<file path="config.mk">
export PLATFORM = sky130hd
export DESIGN_NAME = muladd_slice
export DESIGN_NICKNAME = d
export VERILOG_FILES = /design/src/rtl/muladd_pkg.sv /design/src/rtl/muladd_pipe.sv /design/src/rtl/muladd_mult.sv /design/src/rtl/muladd_alu.sv /design/src/rtl/muladd_slice.sv
export SDC_FILE = /design/constraint.sdc
export NUM_CORES = 2
export LEC_CHECK = 0
export BUFFER_PORTS_ARGS = -buffer_cell sky130_fd_sc_hd__buf_4
export CAP_MARGIN = 30
export CORE_AREA = 2 2 273 275
export DETAILED_ROUTE_END_ITERATION = 16
export DIE_AREA = 0 0 275 277
export PLACE_DENSITY = 0.69
export SLEW_MARGIN = 20
export SYNTH_ARGS = -nofsm -noshare
export SYNTH_HDL_FRONTEND = slang
export SYNTH_SLANG_ARGS = --single-unit
</file>
<file path="constraint.sdc">
create_clock -name clk -period 7.9 [get_ports clk]
set_input_delay 1.185 -clock clk [delete_from_list [all_inputs] [get_ports clk]]
set_output_delay 1.185 -clock clk [all_outputs]
set_load 0.03 [all_outputs]
</file>
<file path="src/rtl/muladd_pkg.sv">
package muladd_pkg;

  parameter int A_W   = 30;
  parameter int B_W   = 18;
  parameter int C_W   = 48;
  parameter int P_W   = 48;
  parameter int MA_W  = 25;
  parameter int ALU_W = 4;
  parameter int OP_W  = 7;
  parameter int IN_W  = 5;

  localparam int M_W = MA_W + B_W;

  localparam logic [1:0] XS_MUL = 2'b01;
  localparam logic [1:0] XS_P   = 2'b10;
  localparam logic [1:0] YS_MUL = 2'b01;
  localparam logic [1:0] YS_ONE = 2'b10;
  localparam logic [1:0] YS_C   = 2'b11;
  localparam logic [2:0] ZS_P   = 3'b010;
  localparam logic [2:0] ZS_C   = 3'b011;

  localparam logic [ALU_W-1:0] ALU_ADD  = 4'b0000;
  localparam logic [ALU_W-1:0] ALU_NSUB = 4'b0001;
  localparam logic [ALU_W-1:0] ALU_SUB  = 4'b0011;

  localparam int IN_ZA_BIT = 1;
  localparam int IN_ZB_BIT = 4;

  localparam logic [P_W-1:0] ONE_P = {{(P_W-1){1'b0}}, 1'b1};

  // Signed low-A times B, with optional operand gating, sign-extended.
  function automatic logic [P_W-1:0] mul_ext(input logic [A_W-1:0] a,
                                             input logic [B_W-1:0] b,
                                             input logic [IN_W-1:0] im);
    logic signed [MA_W-1:0] ao;
    logic signed [B_W-1:0]  bo;
    logic signed [M_W-1:0]  pr;
    ao = im[IN_ZA_BIT] ? '0 : a[MA_W-1:0];
    bo = im[IN_ZB_BIT] ? '0 : b;
    pr = ao * bo;
    return {{(P_W-M_W){pr[M_W-1]}}, pr};
  endfunction

  function automatic logic [P_W-1:0] x_pick(input logic [OP_W-1:0] op,
                                            input logic [P_W-1:0] m,
                                            input logic [P_W-1:0] p);
    case (op[1:0])
      XS_MUL:  return (op[3:2] == YS_MUL) ? m : '0;
      XS_P:    return p;
      default: return '0;
    endcase
  endfunction

  function automatic logic [P_W-1:0] y_pick(input logic [OP_W-1:0] op,
                                            input logic [C_W-1:0] c);
    case (op[3:2])
      YS_ONE:  return '1;
      YS_C:    return c;
      default: return '0;
    endcase
  endfunction

  function automatic logic [P_W-1:0] z_pick(input logic [OP_W-1:0] op,
                                            input logic [P_W-1:0] p,
                                            input logic [C_W-1:0] c);
    case (op[6:4])
      ZS_P:    return p;
      ZS_C:    return c;
      default: return '0;
    endcase
  endfunction

  function automatic logic [P_W-1:0] alu_eval(input logic [ALU_W-1:0] mode,
                                              input logic [P_W-1:0] x,
                                              input logic [P_W-1:0] y,
                                              input logic [P_W-1:0] z);
    logic [P_W-1:0] s;
    s = x + y;
    case (mode)
      ALU_SUB:  return z - s;
      ALU_NSUB: return s - z - ONE_P;
      default:  return z + s;
    endcase
  endfunction

endpackage

</file>
<file path="src/rtl/muladd_pipe.sv">
module muladd_pipe #(
  parameter int W = 1
) (
  input  logic         clk,
  input  logic         rst,
  input  logic [W-1:0] d,
  output logic [W-1:0] q
);
  always_ff @(posedge clk) begin
    if (rst) q <= '0;
    else     q <= d;
  end
endmodule

</file>
<file path="src/rtl/muladd_mult.sv">
module muladd_mult
  import muladd_pkg::*;
(
  input  logic            clk,
  input  logic            rst,
  input  logic [A_W-1:0]  a_q,
  input  logic [B_W-1:0]  b_q,
  input  logic [IN_W-1:0] in_q,
  output logic [P_W-1:0]  m_q
);
  logic [P_W-1:0] prod_w;

  assign prod_w = mul_ext(a_q, b_q, in_q);

  always_ff @(posedge clk) begin
    if (rst) m_q <= '0;
    else     m_q <= prod_w;
  end
endmodule

</file>
<file path="src/rtl/muladd_alu.sv">
module muladd_alu
  import muladd_pkg::*;
(
  input  logic             clk,
  input  logic             rst,
  input  logic [P_W-1:0]   m_q,
  input  logic [C_W-1:0]   c_q,
  input  logic [OP_W-1:0]  op_q,
  input  logic [ALU_W-1:0] alu_q,
  output logic [P_W-1:0]   p_q
);
  logic [P_W-1:0] x_v;
  logic [P_W-1:0] y_v;
  logic [P_W-1:0] z_v;
  logic [P_W-1:0] sum_next;

  assign x_v      = x_pick(op_q, m_q, p_q);
  assign y_v      = y_pick(op_q, c_q);
  assign z_v      = z_pick(op_q, p_q, c_q);
  assign sum_next = alu_eval(alu_q, x_v, y_v, z_v);

  always_ff @(posedge clk) begin
    if (rst) p_q <= '0;
    else     p_q <= sum_next;
  end
endmodule

</file>
<file path="src/rtl/muladd_slice.sv">
module muladd_slice
  import muladd_pkg::*;
(
  input  logic             clk,
  input  logic             rst,
  input  logic [A_W-1:0]   a_in,
  input  logic [B_W-1:0]   b_in,
  input  logic [C_W-1:0]   c_in,
  input  logic [ALU_W-1:0] alu_mode,
  input  logic [OP_W-1:0]  op_mode,
  input  logic [IN_W-1:0]  in_mode,
  output logic [P_W-1:0]   p_out
);
  logic [A_W-1:0]   a_q;
  logic [B_W-1:0]   b_q;
  logic [C_W-1:0]   c_q;
  logic [ALU_W-1:0] alu_q;
  logic [OP_W-1:0]  op_q;
  logic [IN_W-1:0]  in_q;
  logic [P_W-1:0]   m_q;

  muladd_pipe #(.W(A_W))   u_a_reg   (.clk(clk), .rst(rst), .d(a_in),     .q(a_q));
  muladd_pipe #(.W(B_W))   u_b_reg   (.clk(clk), .rst(rst), .d(b_in),     .q(b_q));
  muladd_pipe #(.W(C_W))   u_c_reg   (.clk(clk), .rst(rst), .d(c_in),     .q(c_q));
  muladd_pipe #(.W(ALU_W)) u_alu_reg (.clk(clk), .rst(rst), .d(alu_mode), .q(alu_q));
  muladd_pipe #(.W(OP_W))  u_op_reg  (.clk(clk), .rst(rst), .d(op_mode),  .q(op_q));
  muladd_pipe #(.W(IN_W))  u_in_reg  (.clk(clk), .rst(rst), .d(in_mode),  .q(in_q));

  muladd_mult u_mult (
    .clk (clk),
    .rst (rst),
    .a_q (a_q),
    .b_q (b_q),
    .in_q(in_q),
    .m_q (m_q)
  );

  muladd_alu u_alu (
    .clk  (clk),
    .rst  (rst),
    .m_q  (m_q),
    .c_q  (c_q),
    .op_q (op_q),
    .alu_q(alu_q),
    .p_q  (p_out)
  );
endmodule

</file>
After elaboration in Yosys (flattened, before gate mapping):

Index checks and enable logic that the tools add are counted.

* flip-flop bits (word level): 198
* input bits: 114
* word-level logic and storage cells: 30

* $add $sub $neg: 5
* multiply operators: 1
* equal/unequal tests: 9
* mux-type cells: 7

Operator list (number)
* 48-bit case mux with 2 select lines: 4
* 48-bit adder: 2
* 48-bit subtractor: 2
* 48-bit two-way mux: 1
* 48-bit by 1-bit subtractor with 48-bit output (second input constant): 1
* 25-bit by 18-bit multiplier with 43-bit output: 1
* 25-bit two-way mux: 1
* 18-bit two-way mux: 1
* 2-bit equality test (second input constant): 3
* 3-bit by 2-bit equality test with 1-bit output (second input constant): 2
* 2-bit by 1-bit equality test with 1-bit output (second input constant): 2
* 4-bit by 1-bit equality test with 1-bit output (second input constant): 1
* 4-bit by 2-bit equality test with 1-bit output (second input constant): 1

Logic depth before layout (Yosys ltp):

* depth after elaboration: 7
* mapped depth: 34

Hierarchy:

From an unflattened synthesis, not the netlist that was laid out.

* cells, all modules: 4017
* area, all modules: 32665.1 um^2

By module, submodules not included
* muladd_mult: instances 1, cells each 2007, area each 17371.7 um^2, sequential area each 860.8 um^2
* muladd_alu: instances 1, cells each 1777, area each 12196.7 um^2, sequential area each 960.9 um^2
* muladd_pipe (u_c_reg): instances 1, cells each 101, area each 1305.0 um^2, sequential area each 960.9 um^2
* muladd_pipe (u_a_reg): instances 1, cells each 63, area each 882.1 um^2, sequential area each 600.6 um^2
* muladd_pipe (u_b_reg): instances 1, cells each 37, area each 489.2 um^2, sequential area each 360.3 um^2
* muladd_pipe (u_op_reg): instances 1, cells each 14, area each 183.9 um^2, sequential area each 140.1 um^2
* muladd_pipe (u_in_reg): instances 1, cells each 10, area each 131.4 um^2, sequential area each 100.1 um^2
* muladd_pipe (u_alu_reg): instances 1, cells each 8, area each 105.1 um^2, sequential area each 80.1 um^2

Least setup slack after synthesis:

OpenSTA, ideal clock, no wires.

* path kind: register -> register
* start point: register u_op_reg.q[0]
* end point: register u_alu.p_q[47]
* setup time: 0.129 ns
* arrival: 6.904 ns
* slack: 0.866 ns
* cell stages (with the launch flop): 30
* cell sequence: dfxtp_1 inv_1 ha_1 clkbuf_1 clkbuf_1 nor2_1 ha_1 fa_1 a21o_1 a22o_1 o21ai_2 o22ai_1 or3_1 a211oi_1 or4b_4 nor2_1 nand3_1 o21ai_0 xor2_1 ha_1 clkbuf_1 and4_1 nand3_1 a2111oi_0 o211ai_1 a31oi_1 o21ai_0 nor3b_1 a311oi_1 nand4b_1

* word-level cells in the longest chain between the ends: 6
* elaborated cells on any way between the ends: 9
* those cells by class: add/sub (5); eq/ne (2); mux (2)

RTL lines
* start: declaration: RTL line muladd_pipe.sv:7 `output logic [W-1:0] q`
* start signal: assignment: RTL line muladd_pipe.sv:10 `if (rst) q <= '0;`
* start signal: assignment: RTL line muladd_pipe.sv:11 `else q <= d;`
* 2-bit equality test / 2-bit by 1-bit equality test with 1-bit output (equally long branches): RTL line muladd_pkg.sv:47 `case (op[1:0])`
* 48-bit case mux with 2 select lines *: RTL line muladd_pkg.sv:47
* 48-bit adder *: RTL line muladd_pkg.sv:78 `s = x + y;`
* 48-bit subtractor: RTL line muladd_pkg.sv:81 `ALU_NSUB: return s - z - ONE_P;`
* 48-bit by 1-bit subtractor with 48-bit output: RTL line muladd_pkg.sv:81
* 48-bit case mux with 2 select lines *: RTL line muladd_pkg.sv:79 `case (mode)`
* end signal: assignment: RTL line muladd_alu.sv:24 `else p_q <= sum_next;`
* end: declaration: RTL line muladd_alu.sv:10 `output logic [P_W-1:0] p_q`

Every way passes the cells marked *; elsewhere a longest branch is shown, timed or not.
A chain may end at the register's enable or synchronous reset.

Worst setup path in the final report:

* start point: register u_op_reg.q[1]
* end point: register u_alu.p_q[47]

Same word-level chain as after synthesis.

==> flow_summary.yaml <==
routing:
  wl_um: 96000
  wl_met1_um: 42700
  wl_met3_um: 7800
  ant_nets: 0
  drc: 0
  avgRoutedWirePerCell_um: 19.0
  vias: 27600
  firstDrtPassIters: 6
  via_per_inst: 5.46
  initialDrtViolationCount: 2509
  routed.top_layer: "met5"
  wl_met2_um: 42100
timing:
  skew_ns: 0.0391
  slew-limit-headroom_pct: 36.8
  setup_viol: 0
  hold_ws_ns: 0.683
  hold_viol: 0
  rsz0062_at_grt: "yes"
  worst_pin_slew_ns: 0.949
  fin_crit_sh_pct: 96.0
  period_needed_ns: 7.59
  fmax_mhz: 132
  finalMaxSlewViolations: 0
critical_path:
  crit_end: "u_alu.p_q[47]"
  worstSetupPathType: "reg2reg"
  timing.rr.end: "u_alu.p_q[47]"
  endpoint_kind: "flop"
  crit_top_cell: "ha_1"
  crit_buf_inv: 3
  critical-path-top-delay-family: "compound AO/OA/AOI/OAI gates"
  reg2reg_depth: 30
  regToRegSetupSlack_ns: 0.31
  critical_path_arrival_ns: 7.97
  cp.required_ns: 8.28
  cp_max_fo: 13
  startpoint_type: "flop"
  critPathSlowestCell: "or4b_1"
  cp.depth: 30
  startpoint: "u_op_reg.q[1]"
  critPathMaxStageDelay_ns: 0.59
  r2r_start: "u_op_reg.q[1]"
global_routing:
  grt_pass1_vias: 27200
  grt.total_usage_pct: 25.2
  grt-ovfl-total: 0
  grt_pass1_wl_um: 150000
  antenna_found_initial: 2
  grt_max_degree: 124
power_and_ir_drop:
  sw_frac_of_total_pct: 44.2
  p_switching_uw: 2040
  finalPower_uw: 4610
  p_int_uw: 2580
  powerDensity_nw_per_um2: 131
  share_comb_of_total_power_pct: 53.1
  seq_power_share_pct: 26.8
  ir_drop_uv: 186
  pwr-share-clk_pct: 20.1
  cellLeakagePower_uw: 0.0163
synthesis:
  synth_nets: 4756
  syn_area_per_cell_um2: 8.10
  synth_top_flop_cell: "dfxtp_1"
  ys_ff_latch: 195
  yosysSeqAreaShare_pct: 12.2
  async_reset_ff_share_pct: 0
  ys_warn_count: 0
  synth_edf_count: 0
  netlist_instances: 3948
  synth_area_um2: 32000
  synth_cell_type_count: 90
clock_network:
  cts_buffer_depth: 2
  clk_latency_ns: 0.51
  cts.hold.buffers_added: 0
  cts.clk_slew.worst_paths_ns: 0.10
  cts_htree_levels: 4
  cts_made_buffers: 17
  cts_tree: "built"
  cts_sinks: 195
  cts_root_buffer: "clkbuf_16"
cells_and_area:
  layout_commonest_cell: "inv_1"
  regArea_um2: 3900
  fin_area_um2: 35200
  fill_cells: 7214
  multi_input_area_um2: 25200
  mostFrequentLayoutCells: "inv_1 (585), fa_1 (445), nand2_1 (441)"
  finish.utilization_pct: 47.9
  layout-drive-gt1-share_pct: 8.71
  area_delta_synth_final_pct: 10.3
  layout.nets: 4871
floorplan:
  num_rows: 100
  core_um2: 73600
  die_w_um: 275
  start_util_pct: 43.4
  die-area_um2: 76200
  ios: 162
  die_h_um: 277
placed_design:
  gp_congestion: 0.976
  io_buffers: 153
  placed_area_um2: 34600
  hpwl_um: 78800
outcome:
  status: "finished, final reports clean"
flow_run:
  max_cap_viol_count: 0
hold_path:
  hold_path_class: "reg2reg"
## logic make-up after synthesis
group / synth area share, %
AO/OA/AOI/OAI: 16.5
XOR/XNOR: 5.32
adder cells (fa/ha/maj): 37.6
buffers and inverters: 9.06
flip-flops: 12.2
multiplexers: 0.219
AND/OR/NAND/NOR: 19.0
## tightest hold or removal path: stages, from the launching register on
cell and delay [ns]:
dfxtp_1 0.31, nor3b_1 0.11, nand3b_1 0.11, nand4b_1 0.11
## area by class of cell
class	count	area share [%]
multi-input cells	2985	71.5
flip-flops and latches	195	11.1
inverters	585	6.23
repair buffers	279	5.96
well taps	969	3.44
clock buffers	18	1.22
clock inverters	14	0.518
diodes	1	0.00710
## power groups by stage
stage | Combinational (µW) | Clock, µW | Sequential, µW
2_1_floorplan | 1730 | 0 | 1250
3_3_place_gp | 2370 | 0 | 1250
3_5_place_dp | 2410 | 0 | 1250
4_1_cts | 2420 | 951 | 1230
5_1_grt | 2740 | 979 | 1240
6_report | 2450 | 927 | 1240
## sequential cells by signal (all words and copies together), names as in the netlist
| signal | cells |
|---|---|
| u_a_reg.q | 25 |
| u_alu.p_q | 48 |
| u_alu_reg.q | 4 |
| u_b_reg.q | 18 |
| u_c_reg.q | 48 |
| u_in_reg.q | 2 |
| u_mult.m_q | 43 |
| u_op_reg.q | 7 |
## timing repair
item	CTS	global route
setup endpoints to repair	0	6
hold endpoints to repair	0	0
setup buffers	0	1
resized for setup	0	10
## cell usage after synthesis (all sizes together) (19+ instances only)
cell type	n	area, µm²
xor2	68	596
dfxtp	195	3900
o21bai	32	240
xnor2	126	1100
a21boi	49	368
nand2b	74	463
o21a	19	143
a21oi	215	1090
nand3	44	225
nor2b	170	1060
nor2	393	1480
o21ai	101	513
and3	21	131
nor3	38	201
nand2	441	1660
nand4	28	175
a211oi	27	208
a22oi	95	718
inv	585	2200
a21o	107	803
clkbuf	172	646
a31oi	29	181
fa	445	8910
ha	249	3120
## per-layer routing
| metal | vias to the layer above | global-route usage, % |
|---|---|---|
| li1 | 13100 | - |
| met1 | 13200 | 35.8 |
| met2 | 1114 | 39.2 |
| met3 | 152 | 3.73 |
| met4 | 2 | 8.29 |
| met5 | - | 0 |
## worst min path at each step
stage | depth (start not counted) | start | to | slack (ns)
floorplan | 2 | u_b_reg.q[0] | u_mult.m_q[0] | 0.52
global placement | 3 | u_alu_reg.q[3] | u_alu.p_q[47] | 0.68
detailed placement | 3 | u_alu_reg.q[3] | u_alu.p_q[47] | 0.69
CTS | 3 | u_alu_reg.q[3] | u_alu.p_q[47] | 0.69
global route | 3 | u_alu_reg.q[3] | u_alu.p_q[47] | 0.73
finish | 3 | u_alu_reg.q[3] | u_alu.p_q[47] | 0.68
## stage by stage
stage	worst slack [ns]	cells	TNS [ns]
after floorplan	0.866	3948	0
after detailed placement	0.293	5012	0
final	0.314	5046	0
after CTS	0.254	5044	0
after global routing	-0.121	5046	-0.128
after global placement	0.426	5012	0
No activity file was read; power rests on OpenSTA's default activity.
